==> src/rtl/uart_doze_pkg.sv <==
package uart_doze_pkg;
    typedef enum logic [1:0] {
        ST_AWAKE_DISABLED = 2'd0,
        ST_ASLEEP         = 2'd1,
        ST_AWAKE_ACTIVE   = 2'd2
    } doze_state_t;
endpackage

==> src/rtl/doze_sync.sv <==
module doze_sync #(
    parameter int WIDTH  = 5,
    parameter int STAGES = 2
) (
    input  logic             clk,
    input  logic             rst_n,
    input  logic [WIDTH-1:0] async_i,
    output logic [WIDTH-1:0] sync_o
);
    localparam int LAST = STAGES - 1;

    logic [WIDTH-1:0] stg [STAGES];

    always_ff @(posedge clk) begin
        if (!rst_n) stg[0] <= '0;
        else        stg[0] <= async_i;
    end

    for (genvar s = 1; s < STAGES; s++) begin : g_stage
        always_ff @(posedge clk) begin
            if (!rst_n) stg[s] <= '0;
            else        stg[s] <= stg[s-1];
        end
    end

    assign sync_o = stg[LAST];
endmodule

==> src/rtl/doze_wake_detect.sv <==
module doze_wake_detect #(
    parameter int NUM_MODEM   = 5,
    parameter int SYNC_STAGES = 2
) (
    input  logic                 clk,
    input  logic                 rst_n,
    input  logic [NUM_MODEM-1:0] modem_i,
    input  logic                 rx_start_i,
    input  logic                 thr_wr_i,
    output logic                 wake_o
);
    logic [NUM_MODEM-1:0] modem_sync;
    logic [NUM_MODEM-1:0] modem_hist;
    logic                 modem_chg;

    doze_sync #(.WIDTH(NUM_MODEM), .STAGES(SYNC_STAGES)) u_sync (
        .clk     (clk),
        .rst_n   (rst_n),
        .async_i (modem_i),
        .sync_o  (modem_sync)
    );

    always_ff @(posedge clk) begin
        if (!rst_n) modem_hist <= '0;
        else        modem_hist <= modem_sync;
    end

    assign modem_chg = |(modem_sync ^ modem_hist);
    assign wake_o    = modem_chg | rx_start_i | thr_wr_i;

    // A change seen now is absorbed into history by the next edge
    AST_CHG_ABSORBED: assert property (@(posedge clk) disable iff (!rst_n)
        modem_chg |=> (modem_hist == $past(modem_sync)));
endmodule

==> src/rtl/uart_doze_ctrl.sv <==
module uart_doze_ctrl
    import uart_doze_pkg::*;
#(
    parameter int NUM_MODEM   = 5,
    parameter int SYNC_STAGES = 2
) (
    input  logic                 clk,
    input  logic                 rst_n,
    input  logic                 feat_en_i,
    input  logic                 doze_en_i,
    input  logic                 rx_start_i,
    input  logic [NUM_MODEM-1:0] modem_i,
    input  logic                 thr_wr_i,
    input  logic                 rhr_rd_i,
    input  logic                 tx_idle_i,
    input  logic                 rx_empty_i,
    input  logic                 irq_pend_i,
    output logic                 sleep_o
);
    doze_state_t state_q, state_d;
    logic        wake_evt;
    logic        armed;
    logic        quiet_now;
    logic        quiet_q;

    doze_wake_detect #(.NUM_MODEM(NUM_MODEM), .SYNC_STAGES(SYNC_STAGES)) u_wake (
        .clk        (clk),
        .rst_n      (rst_n),
        .modem_i    (modem_i),
        .rx_start_i (rx_start_i),
        .thr_wr_i   (thr_wr_i),
        .wake_o     (wake_evt)
    );

    assign armed     = feat_en_i & doze_en_i;
    assign quiet_now = tx_idle_i & rx_empty_i & ~irq_pend_i
                     & ~thr_wr_i & ~rhr_rd_i & ~wake_evt;

    always_ff @(posedge clk) begin
        if (!rst_n) quiet_q <= 1'b0;
        else        quiet_q <= quiet_now;
    end

    always_comb begin
        state_d = state_q;
        unique case (state_q)
            ST_AWAKE_DISABLED: begin
                if (armed) state_d = ST_AWAKE_ACTIVE;                   // T_ARM
            end
            ST_AWAKE_ACTIVE: begin
                if (!armed)                      state_d = ST_AWAKE_DISABLED; // T_DISARM
                else if (quiet_q && quiet_now)   state_d = ST_ASLEEP;         // T_DOZE
            end
            ST_ASLEEP: begin
                if (!armed)                      state_d = ST_AWAKE_DISABLED; // T_DISARM
                else if (wake_evt || irq_pend_i) state_d = ST_AWAKE_ACTIVE;   // T_WAKE
            end
            default: state_d = ST_AWAKE_DISABLED;
        endcase
    end

    always_ff @(posedge clk) begin
        if (!rst_n) state_q <= ST_AWAKE_DISABLED;
        else        state_q <= state_d;
    end

    always_comb begin
        sleep_o = (state_q == ST_ASLEEP);
    end

    AST_SLEEP_NEEDS_ARM: assert property (@(posedge clk) disable iff (!rst_n)
        (state_q == ST_ASLEEP) |-> $past(armed));
    AST_NO_SLEEP_WITH_IRQ: assert property (@(posedge clk) disable iff (!rst_n)
        $rose(sleep_o) |-> !$past(irq_pend_i));
    AST_WAKE_ON_EVENT: assert property (@(posedge clk) disable iff (!rst_n)
        (sleep_o && wake_evt) |=> !sleep_o);
    AST_DOZE_FROM_ACTIVE: assert property (@(posedge clk) disable iff (!rst_n)
        $rose(sleep_o) |-> ($past(state_q) == ST_AWAKE_ACTIVE));
    AST_DISARM: assert property (@(posedge clk) disable iff (!rst_n)
        !doze_en_i |=> (state_q == ST_AWAKE_DISABLED));
endmodule

==> config.mk <==
export PLATFORM = sky130hd
export DESIGN_NAME = uart_doze_ctrl
export DESIGN_NICKNAME = d
export VERILOG_FILES = /design/src/rtl/uart_doze_pkg.sv /design/src/rtl/doze_sync.sv /design/src/rtl/doze_wake_detect.sv /design/src/rtl/uart_doze_ctrl.sv
export SDC_FILE = /design/constraint.sdc
export NUM_CORES = 1
export LEC_CHECK = 0
export BUFFER_PORTS_ARGS = -buffer_cell sky130_fd_sc_hd__clkbuf_2
export CAP_MARGIN = 20
export CORE_AREA = 2 2 39 41
export DETAILED_ROUTE_END_ITERATION = 8
export DIE_AREA = 0 0 41 43
export HOLD_SLACK_MARGIN = 0.1
export MAX_ROUTING_LAYER = met4
export PLACE_DENSITY = 0.69
export SYNTH_ARGS = -nofsm -noshare
export SYNTH_HDL_FRONTEND = slang
export SYNTH_HIERARCHICAL = 1
export SYNTH_SLANG_ARGS = --single-unit
==> constraint.sdc <==
create_clock -name clk -period 3.45 [get_ports clk]
set_input_delay 0.345 -clock clk [delete_from_list [all_inputs] [get_ports clk]]
set_output_delay 0.345 -clock clk [all_outputs]
set_load 0.005 [all_outputs]
==> reports/qor.yml, run 1 <==
status:
  status: "finished clean"
clock_tree:
  clock_sinks: 18
  path_clk_slew_ns: 0.10
  htreeDepth: 1
  cts_hold_buffers: 0
  tritoncts: "built"
  root_buffer: "clkbuf_4"
  clock_latency_ns: 0.28
  cts_resized: 0
  post_cts_buffers: 0
  clock_path_buffers: 2
  cts_made_buffers: 3
setup_path:
  start_kind: "flop"
  critPathRequiredTime_ns: 3.63
  path_class: "flop to flop"
  end_kind: "flop"
  critPathMaxFanout: 5
  rr_worst_depth: 6
  cp.arrival_ns: 1.86
cells_and_area:
  final_common_cell: "dfxtp_1"
  fin_nets: 86
  final_util_pct: 52.3
  area_delta_synth_final_pct: 22.2
  insertedDiodeCount: 0
  finalNonFillerCells: 86
  final_cell_mix: "dfxtp_1 (18), clkbuf_2 (15), and2_1 (15), xnor2_1 (4), clkbuf_4 (3)"
  drive_gt1_share_pct: 30.0
grt:
  grt_pass1_wl_um: 1220
  grt_use_total_pct: 11.0
  antenna_found_initial: 0
  grt-ovfl-total: 0
  grt_max_degree: 18
  first_global_vias: 313
floorplanning:
  dieArea_um2: 1760
  die_x_um: 41
  io_pins: 16
  rows: 14
  core-area_um2: 1380
  initial_core_util_pct: 42.8
  chipHeight_um: 43
timing:
  fmax_mhz: 593
  finalCriticalPeriod_ns: 1.69
  fin_crit_sh_pct: 48.9
  slew_viol_final: 0
  worst_slack_ns: 1.76
  finalSetupViolCount: 0
  finalHoldViolations: 0
  worst_slew_pin_slew_ns: 0.276
  rsz0062_at_grt: "no"
  slew_headroom_pct: 81.5
  finalSetupTns_ns: 0
  fin_hold_ws_ns: 0.263
  fin_worst_skew_ns: 0.00382
routing:
  via_per_inst: 4.52
  ant_nets: 0
  wl_per_cell_um: 9.30
  drc_errors: 0
  routed-via-count: 389
  firstDrtPassIters: 1
  routed_wl_um: 800
  drt_iter0_markers: 0
worst_hold_path:
  hp-class: "primary input to flop"
  hold_depth: 2
logic_synthesis:
  syn_nets: 66
  postSynthCellCount: 51
  avgSynthCellArea_um2: 11.6
  synth_area_um2: 592
  ys_ff_latch: 18
  yosysWarnings: 6
  yosysSeqAreaShare_pct: 60.9
  synth.distinct_cells: 17
place:
  dp_hpwl_um: 576
  port_buffers: 15
  dp_cells: 82
  gp_congestion: 0.607
  dp_slack_ns: 1.78
power:
  peakVddDrop_mv: 0.288
  powerDensity_nw_per_um2: 502
  leakage_nw: 0.320
job:
  maxCapViolations: 0
-- worst paths after layout --
| path | end | slack [ns] | start |
|---|---|---|---|
| worst min register to register | u_wake/u_sync/stg[1][3] | 0.44 | u_wake/u_sync/stg[0][3] |
| worst max-delay path | state_q[1] | 1.76 | u_wake/modem_hist[4] |
| worst min-delay path | u_wake/u_sync/stg[0][0] | 0.26 | modem_i[0] |
| worst max register to register | state_q[1] | 1.76 | u_wake/modem_hist[4] |
-- logic make-up after synthesis --
group | count (synthesis) | synth area share, %
AO/OA/AOI/OAI | 3 | 3.81
XOR/XNOR | 5 | 7.40
flip-flops | 18 | 60.9
AND/OR/NAND/NOR | 25 | 27.9
-- area by class of cell --
| type | instances | area, um^2 |
|---|---|---|
| Fill cell | 138 | 661 |
| Sequential cell | 18 | 360 |
| Multi-Input combinational cell | 33 | 231 |
| Timing Repair Buffer | 15 | 75.1 |
| Clock buffer | 4 | 36.3 |
| Tap cell | 16 | 20.0 |
-- power breakdown --
group	internal, W	leakage (nW)	switching (W)
clock network	0.0000642	0.0210	0.0000593
registers	0.000216	0.148	0.00000300
logic	0.0000133	0.151	0.00000763
total	0.000293	0.320	0.0000700
-- metrics by stage --
stage                     total power [W]  area, um^2
after floorplan                  0.000234         592
after global placement           0.000244         687
after detailed placement         0.000245         687
after CTS                        0.000369         723
after global routing             0.000382         723
final                            0.000363         723
-- synth_stat cells --
| cell type | instances | area, um^2 |
|---|---|---|
| and4bb_1 | 1 | 12.5 |
| xor2_1 | 1 | 8.76 |
| nand2_1 | 1 | 3.75 |
| or4_1 | 1 | 7.51 |
| dfxtp_1 | 18 | 360 |
| and2_4 | 1 | 8.76 |
| nor2_1 | 1 | 3.75 |
| o31ai_1 | 1 | 7.51 |
| and2_1 | 15 | 93.8 |
| nand4b_1 | 1 | 8.76 |
| a21oi_1 | 1 | 5.00 |
| nand4_1 | 1 | 6.26 |
| a311o_1 | 1 | 10.0 |
| xnor2_1 | 4 | 35.0 |
| nand3_1 | 1 | 5.00 |
| and2b_2 | 1 | 8.76 |
| and3_1 | 1 | 6.26 |
-- flip-flops by register name, indices dropped and copies added, names as in the netlist --
register           flops
u_wake/u_sync/stg     10
u_wake/modem_hist      5
state_q                2
quiet_q                1
-- routing by layer --
metal  global-route usage [%]  share of wire, %  vias to the layer above
li1                         -                 -                      207
met2                     13.8                46                        7
met5                        -                 0                        -
met4                     10.0               1.6                        0
met3                     3.14               3.8                        2
met1                     13.6                49                      173
-- critical path, cell delays in order (launching register included) --
cell,delay (ns)
dfxtp_1,0.32
xnor2_1,0.17
nand4_1,0.10
or4_1,0.47
nor2_1,0.24
a311o_1,0.22
o31ai_1,0.06
(Power assumes the default switching activity.)
==> run 2, diff against run 1 <==
==> constraint.sdc (replaced) <==
create_clock -name clk -period 1.6 [get_ports clk]
set_input_delay 0.16 -clock clk [delete_from_list [all_inputs] [get_ports clk]]
set_output_delay 0.16 -clock clk [all_outputs]
set_load 0.005 [all_outputs]
==> reports/qor.yml, run 2 (synthesized netlist as in run 1, its figures left out) <==
cells_and_area:
  top_register: "u_wake/u_sync/stg"
  drive_gt1_share_pct: 41.3  # +11 points
  largest_register_ffs: 10  # unchanged
  reg.largest.list: "u_wake/u_sync/stg (10), u_wake/modem_hist (5), state_q (2)"
  fin_nets: 92  # +7.0%
  final_cell_mix: "clkbuf_2 (15), and2_1 (15), dfxtp_1 (13), dlygate4sd3_1 (5), dfxtp_2 (5)"
  design_area_um2: 807  # +12%
  seq_area_um2: 367  # +1.7%
  insertedDiodeCount: 0  # unchanged
  area_delta_synth_final_pct: 36.4
  nFillCells: 122  # -12%
  multi_input_area_um2: 265  # +15%
timing:
  finalCriticalPeriod_ns: 1.56  # -0.123 ns
  fmax_mhz: 640  # +7.9%
  slew_headroom_pct: 85.2  # +3.7 points
  slew_viol_final: 0  # unchanged
  finalHoldViolations: 0  # unchanged
  fin_crit_sh_pct: 97.7  # +49 points
  finalSetupViolCount: 0  # unchanged
  worst_slack_ns: 0.0367  # -1.73 ns
  worst_slew_pin_slew_ns: 0.222  # -0.0538 ns
  rsz0062_at_grt: "yes"
  fin_worst_skew_ns: 0.00825  # +0.00443 ns
clock_tree:
  tritoncts: "built"
  root_buffer: "clkbuf_4"
  clock_latency_ns: 0.28  # about the same
  post_cts_buffers: 0  # unchanged
  path_clk_slew_ns: 0.10  # about the same
  clock_path_buffers: 2  # unchanged
  clock_sinks: 18  # unchanged
  cts_made_buffers: 3  # unchanged
  htreeDepth: 1  # unchanged
setup_path:
  cp.arrival_ns: 1.75  # -0.11 ns
  slowest_stage: "or4_4"
  crit_family: "simple AND/OR/NAND/NOR gates"
  path_depth: 6  # unchanged
  end_kind: "flop"
  rr_worst_depth: 6  # unchanged
  critPathRequiredTime_ns: 1.78  # -1.85 ns
  worst-path-buf-inv: 0  # unchanged
  critPathMaxFanout: 4  # -1
  cp_slowest_stage_delay_ns: 0.50  # +0.03 ns
  path_class: "flop to flop"
  path_cells: "xnor2_2 > nand4_1 > or4_4 > nor2_4 > a311o_1 > o31ai_1"
  start_kind: "flop"
routing:
  via_per_inst: 4.55  # +0.58%
  routed_wl_um: 892  # +12%
  firstDrtPassIters: 4  # +3
  routed-via-count: 414  # +6.4%
  wl_per_cell_um: 9.80  # +5.4%
  drc_errors: 0  # unchanged
  drt_iter0_markers: 10  # +10
  ant_nets: 0  # unchanged
place:
  dp_slack_ns: -0.0491  # -1.83 ns
  port_buffers: 15  # unchanged
  gp_congestion: 0.606  # -0.16%
  dpl-instance-area_um2: 694  # +1.1%
floorplanning:
  core-area_um2: 1380  # unchanged
  io_pins: 16  # unchanged
  initial_core_util_pct: 42.8  # unchanged
  rows: 14  # unchanged
  chipHeight_um: 43  # unchanged
  dieArea_um2: 1760  # unchanged
  die_x_um: 41  # unchanged
worst_hold_path:
  hold_depth: 3  # +1
  hp-class: "primary input to flop"
power:
  leakage_nw: 0.349  # +8.9%
  peakVddDrop_mv: 0.589  # +100%
  powerDensity_nw_per_um2: 927  # +85%
job:
  maxCapViolations: 0  # unchanged
grt:
  grt_pass1_wl_um: 1360  # +11%
  grt_max_degree: 18  # unchanged
  antenna_found_initial: 0  # unchanged
  grt-ovfl-total: 0  # unchanged
  first_global_vias: 378  # +21%
  grt_use_total_pct: 12.0  # +0.96 points
status:
  status: "finished clean"
[run 2: changes by cell type in the layout (fill, tap and decap cells not counted), sizes merged]
cell | previous run | this run
buf | 0 | 1
dlygate4sd3 | 0 | 5
clkbuf | 19 | 18
[run 2: timing repair]
item	CTS	global route
resized for setup	1	10
endpoints found under the hold margin	5	0
hold buffers	5	0
setup endpoints to repair	3	3
pin swaps	0	5
[run 2: through the flow]
| step | setup TNS (ns) | hold slack, ns | cells | total power (W) | util [%] |
|---|---|---|---|---|---|
| global placement | 0 | 0.367 | 83 | 0.000527 | 50.2 |
| CTS | -0.00643 | 0.145 | 91 | 0.000749 | 55.6 |
| finish | 0 | 0.153 | 91 | 0.000748 | 58.3 |
| detailed placement | -0.0813 | 0.369 | 83 | 0.000529 | 50.2 |
| floorplan | 0 | 0.282 | 51 | 0.000504 | - |
| global route | -0.128 | 0.171 | 91 | 0.000778 | 58.3 |
[run 2: layer usage]
layer	vias up	wire length [um]	share of wire (%)	track usage (%)
li1	219	-	-	-
met3	2	31	3.5	3.14
met5	-	0	0	-
met4	0	4	0.45	8.00
met1	186	396	44	11.7
met2	7	460	52	19.4
[run 2: path summary, 6_finish.rpt]
path,slack [ns],from,endpoint
setup / recovery,0.04,u_wake/modem_hist[3],state_q[1]
hold / removal,0.15,doze_en_i,state_q[0]
setup reg to reg,0.04,u_wake/modem_hist[3],state_q[1]
hold reg to reg,0.44,u_wake/u_sync/stg[0][3],u_wake/u_sync/stg[1][3]
[run 2: report_power, final]
part	switching (W)	internal, W
logic	0.0000202	0.0000423
registers	0.00000850	0.000466
clock network	0.000124	0.0000873
total	0.000153	0.000595
[run 2: final cells by class]
cell class	instances	share of cell area (%)
repair buffers	21	16.4
clock buffers	3	2.79
flip-flops and latches	18	45.4
well taps	16	2.48
multi-input cells	33	32.9
[run 2: worst reg2reg max path, cell delays in order (launching register included)]
cell	delay [ns]
dfxtp_2	0.34
xnor2_2	0.13
nand4_1	0.11
or4_4	0.50
nor2_4	0.15
a311o_1	0.17
o31ai_1	0.06
==> run 3, diff against run 2 <==
--- a/config.mk
+++ b/config.mk
@@ -5,14 +5,14 @@
 export SDC_FILE = /design/constraint.sdc
 export NUM_CORES = 1
 export LEC_CHECK = 0
-export BUFFER_PORTS_ARGS = -buffer_cell sky130_fd_sc_hd__clkbuf_2
 export CAP_MARGIN = 20
 export CORE_AREA = 2 2 39 41
 export DETAILED_ROUTE_END_ITERATION = 8
 export DIE_AREA = 0 0 41 43
+export DONT_BUFFER_PORTS = 1
 export HOLD_SLACK_MARGIN = 0.1
 export MAX_ROUTING_LAYER = met4
-export PLACE_DENSITY = 0.69
+export REMOVE_ABC_BUFFERS = 1
 export SYNTH_ARGS = -nofsm -noshare
 export SYNTH_HDL_FRONTEND = slang
 export SYNTH_HIERARCHICAL = 1
==> reports/qor.yml, run 3 (synthesized netlist as in run 1, its figures left out) <==
cells_and_area:
  area_delta_synth_final_pct: 26.6
  reg.largest.list: "u_wake/u_sync/stg (10), u_wake/modem_hist (5), state_q (2)"
  fin_nets: 81  # -12%
  insertedDiodeCount: 0  # unchanged
  drive_gt1_share_pct: 20.3  # -21 points
  final_common_cell: "and2_1"
  top_register: "u_wake/u_sync/stg"
  final_cell_mix: "and2_1 (15), dfxtp_1 (13), dlygate4sd3_1 (9), dfxtp_2 (5), xnor2_1 (4)"
  nFillCells: 120  # -1.6%
  largest_register_ffs: 10  # unchanged
setup_path:
  path_class: "flop to flop"
  path_depth: 6  # unchanged
  end_kind: "flop"
  cp_slowest_stage_delay_ns: 0.50  # about the same
  timing.rr.start: "u_wake/u_sync/stg[1][3]"
  crit_family: "simple AND/OR/NAND/NOR gates"
  cp.arrival_ns: 1.73  # -0.02 ns
  start_kind: "flop"
  r2r_end: "state_q[1]"
  rr_worst_depth: 6  # unchanged
  reg2reg_slack_ns: 0.04  # about the same
  critPathRequiredTime_ns: 1.77  # about the same
  path_cells: "xnor2_1 > nand4_1 > or4_4 > nor2_4 > a311o_1 > o31ai_1"
  critPathMaxFanout: 4  # unchanged
  worst-path-buf-inv: 0  # unchanged
  slowest_stage: "or4_4"
grt:
  grt_use_total_pct: 10.6  # -1.3 points
  antenna_found_initial: 0  # unchanged
  grt_max_degree: 18  # unchanged
  grt-ovfl-total: 0  # unchanged
  grt_pass1_wl_um: 1190  # -13%
  first_global_vias: 298  # -21%
power:
  p_int_w: 0.000587  # -1.4%
  p_comb_share_pct: 7.1  # -1.3 points
  pwr-share-seq_pct: 64.7  # +1.3 points
  p_sw_share_pct: 19.7  # -0.77 points
  p_clk_share_pct: 28.2  # about the same
  power_w: 0.000731  # -2.3%
  leakage_nw: 0.297  # -15%
  p_sw_w: 0.000144  # -6.0%
  powerDensity_nw_per_um2: 975  # +5.2%
  peakVddDrop_mv: 0.471  # -20%
timing:
  finalSetupViolCount: 0  # unchanged
  fin_crit_sh_pct: 97.6  # -0.15 points
  finalHoldViolations: 0  # unchanged
  slew_viol_final: 0  # unchanged
  finalCriticalPeriod_ns: 1.56  # -0.00242 ns
  fin_worst_skew_ns: 0.000976  # -0.00727 ns
  slew_headroom_pct: 72.6  # -13 points
  fin_hold_ws_ns: 0.176  # +0.0223 ns
  rsz0062_at_grt: "yes"
  fmax_mhz: 641  # +0.15%
  worst_slew_pin_slew_ns: 0.409  # +0.187 ns
clock_tree:
  cts_made_buffers: 3  # unchanged
  tritoncts: "built"
  root_buffer: "clkbuf_4"
  htreeDepth: 1  # unchanged
  path_clk_slew_ns: 0.09  # about the same
  clock_path_buffers: 2  # unchanged
  clock_sinks: 18  # unchanged
  clock_latency_ns: 0.28  # about the same
  post_cts_buffers: 0  # unchanged
routing:
  ant_nets: 0  # unchanged
  routed-via-count: 374  # -9.7%
  firstDrtPassIters: 2  # -2
  drc_errors: 0  # unchanged
  via_per_inst: 4.68  # +2.8%
  wl_per_cell_um: 11.0  # +12%
  routed_wl_um: 881  # -1.2%
  drt_iter0_markers: 6  # -4
worst_hold_path:
  min_from: "thr_wr_i"
  min_to: "state_q[0]"
  hp-class: "primary input to flop"
  hold_depth: 4  # +1
floorplanning:
  die_x_um: 41  # unchanged
  rows: 14  # unchanged
  chipHeight_um: 43  # unchanged
  core-area_um2: 1380  # unchanged
  io_pins: 16  # unchanged
  initial_core_util_pct: 42.8  # unchanged
  dieArea_um2: 1760  # unchanged
place:
  gp_congestion: 0.586  # -3.3%
  port_buffers: 0  # -15
status:
  status: "finished clean"
job:
  maxCapViolations: 0  # unchanged
[run 3: cell count changes in the layout (fill, tap and decap cells not counted), sizes merged]
cell / previous run / this run
dlygate4sd3: 5 / 9
clkbuf: 18 / 3
[run 3: worst max-delay path by stage]
stage	startpoint	end	slack, ns
floorplan	u_wake/modem_hist[3]	state_q[1]	0.06
global placement	u_wake/modem_hist[3]	state_q[1]	-0.03
detailed placement	u_wake/u_sync/stg[1][4]	state_q[1]	-0.02
CTS	u_wake/u_sync/stg[1][4]	state_q[1]	0.02
global route	u_wake/u_sync/stg[1][3]	state_q[0]	-0.06
finish	u_wake/u_sync/stg[1][3]	state_q[1]	0.04
[run 3: metrics by stage]
stage	utilization (%)	setup WS (ns)	std cells	TNS [ns]	instance area, um^2
6_report	54.2	0.0391	80	0	749
5_1_grt	54.2	-0.0551	80	-0.145	749
4_1_cts	53.1	0.0192	80	0	734
3_5_place_dp	44.8	-0.0176	68	-0.0176	619
3_3_place_gp	44.8	-0.0295	68	-0.0340	619
2_1_floorplan	-	0.0628	51	0	592
[run 3: timing repair]
| action | 4_1_cts | 5_1_grt |
|---|---|---|
| hold buffers | 9 | 0 |
| setup endpoints to repair | 3 | 3 |
| endpoints found under the hold margin | 18 | 0 |
| pin swaps | 0 | 3 |
| resized for setup | 1 | 7 |
[run 3: area by class of cell]
cell class | instances | area, um^2 | share of cell area, %
Sequential cell | 18 | 367 | 48.9
Tap cell | 16 | 20.0 | 2.67
Clock buffer | 3 | 22.5 | 3.01
Timing Repair Buffer | 10 | 97.6 | 13.0
Multi-Input combinational cell | 33 | 243 | 32.4
[run 3: layer usage]
metal	up-vias	share of wire, %	global-route usage, %
li1	199	-	-
met3	2	6.4	3.14
met2	12	47	15.0
met5	-	0	-
met4	0	1.2	8.00
met1	161	46	12.1
[run 3: worst min-delay path: cells and delay by family]
family | cells | cell delay [ns]
AO/OA/AOI/OAI | 1 | 0.05
AND/OR/NAND/NOR | 3 | 0.20
[run 3: power groups by stage]
stage               combinational, W  sequential [W]  clock, W
floorplan                  0.0000232        0.000480         0
global placement           0.0000268        0.000482         0
detailed placement         0.0000271        0.000482         0
CTS                        0.0000487        0.000471  0.000220
global route               0.0000564        0.000474  0.000234
finish                     0.0000519        0.000472  0.000206
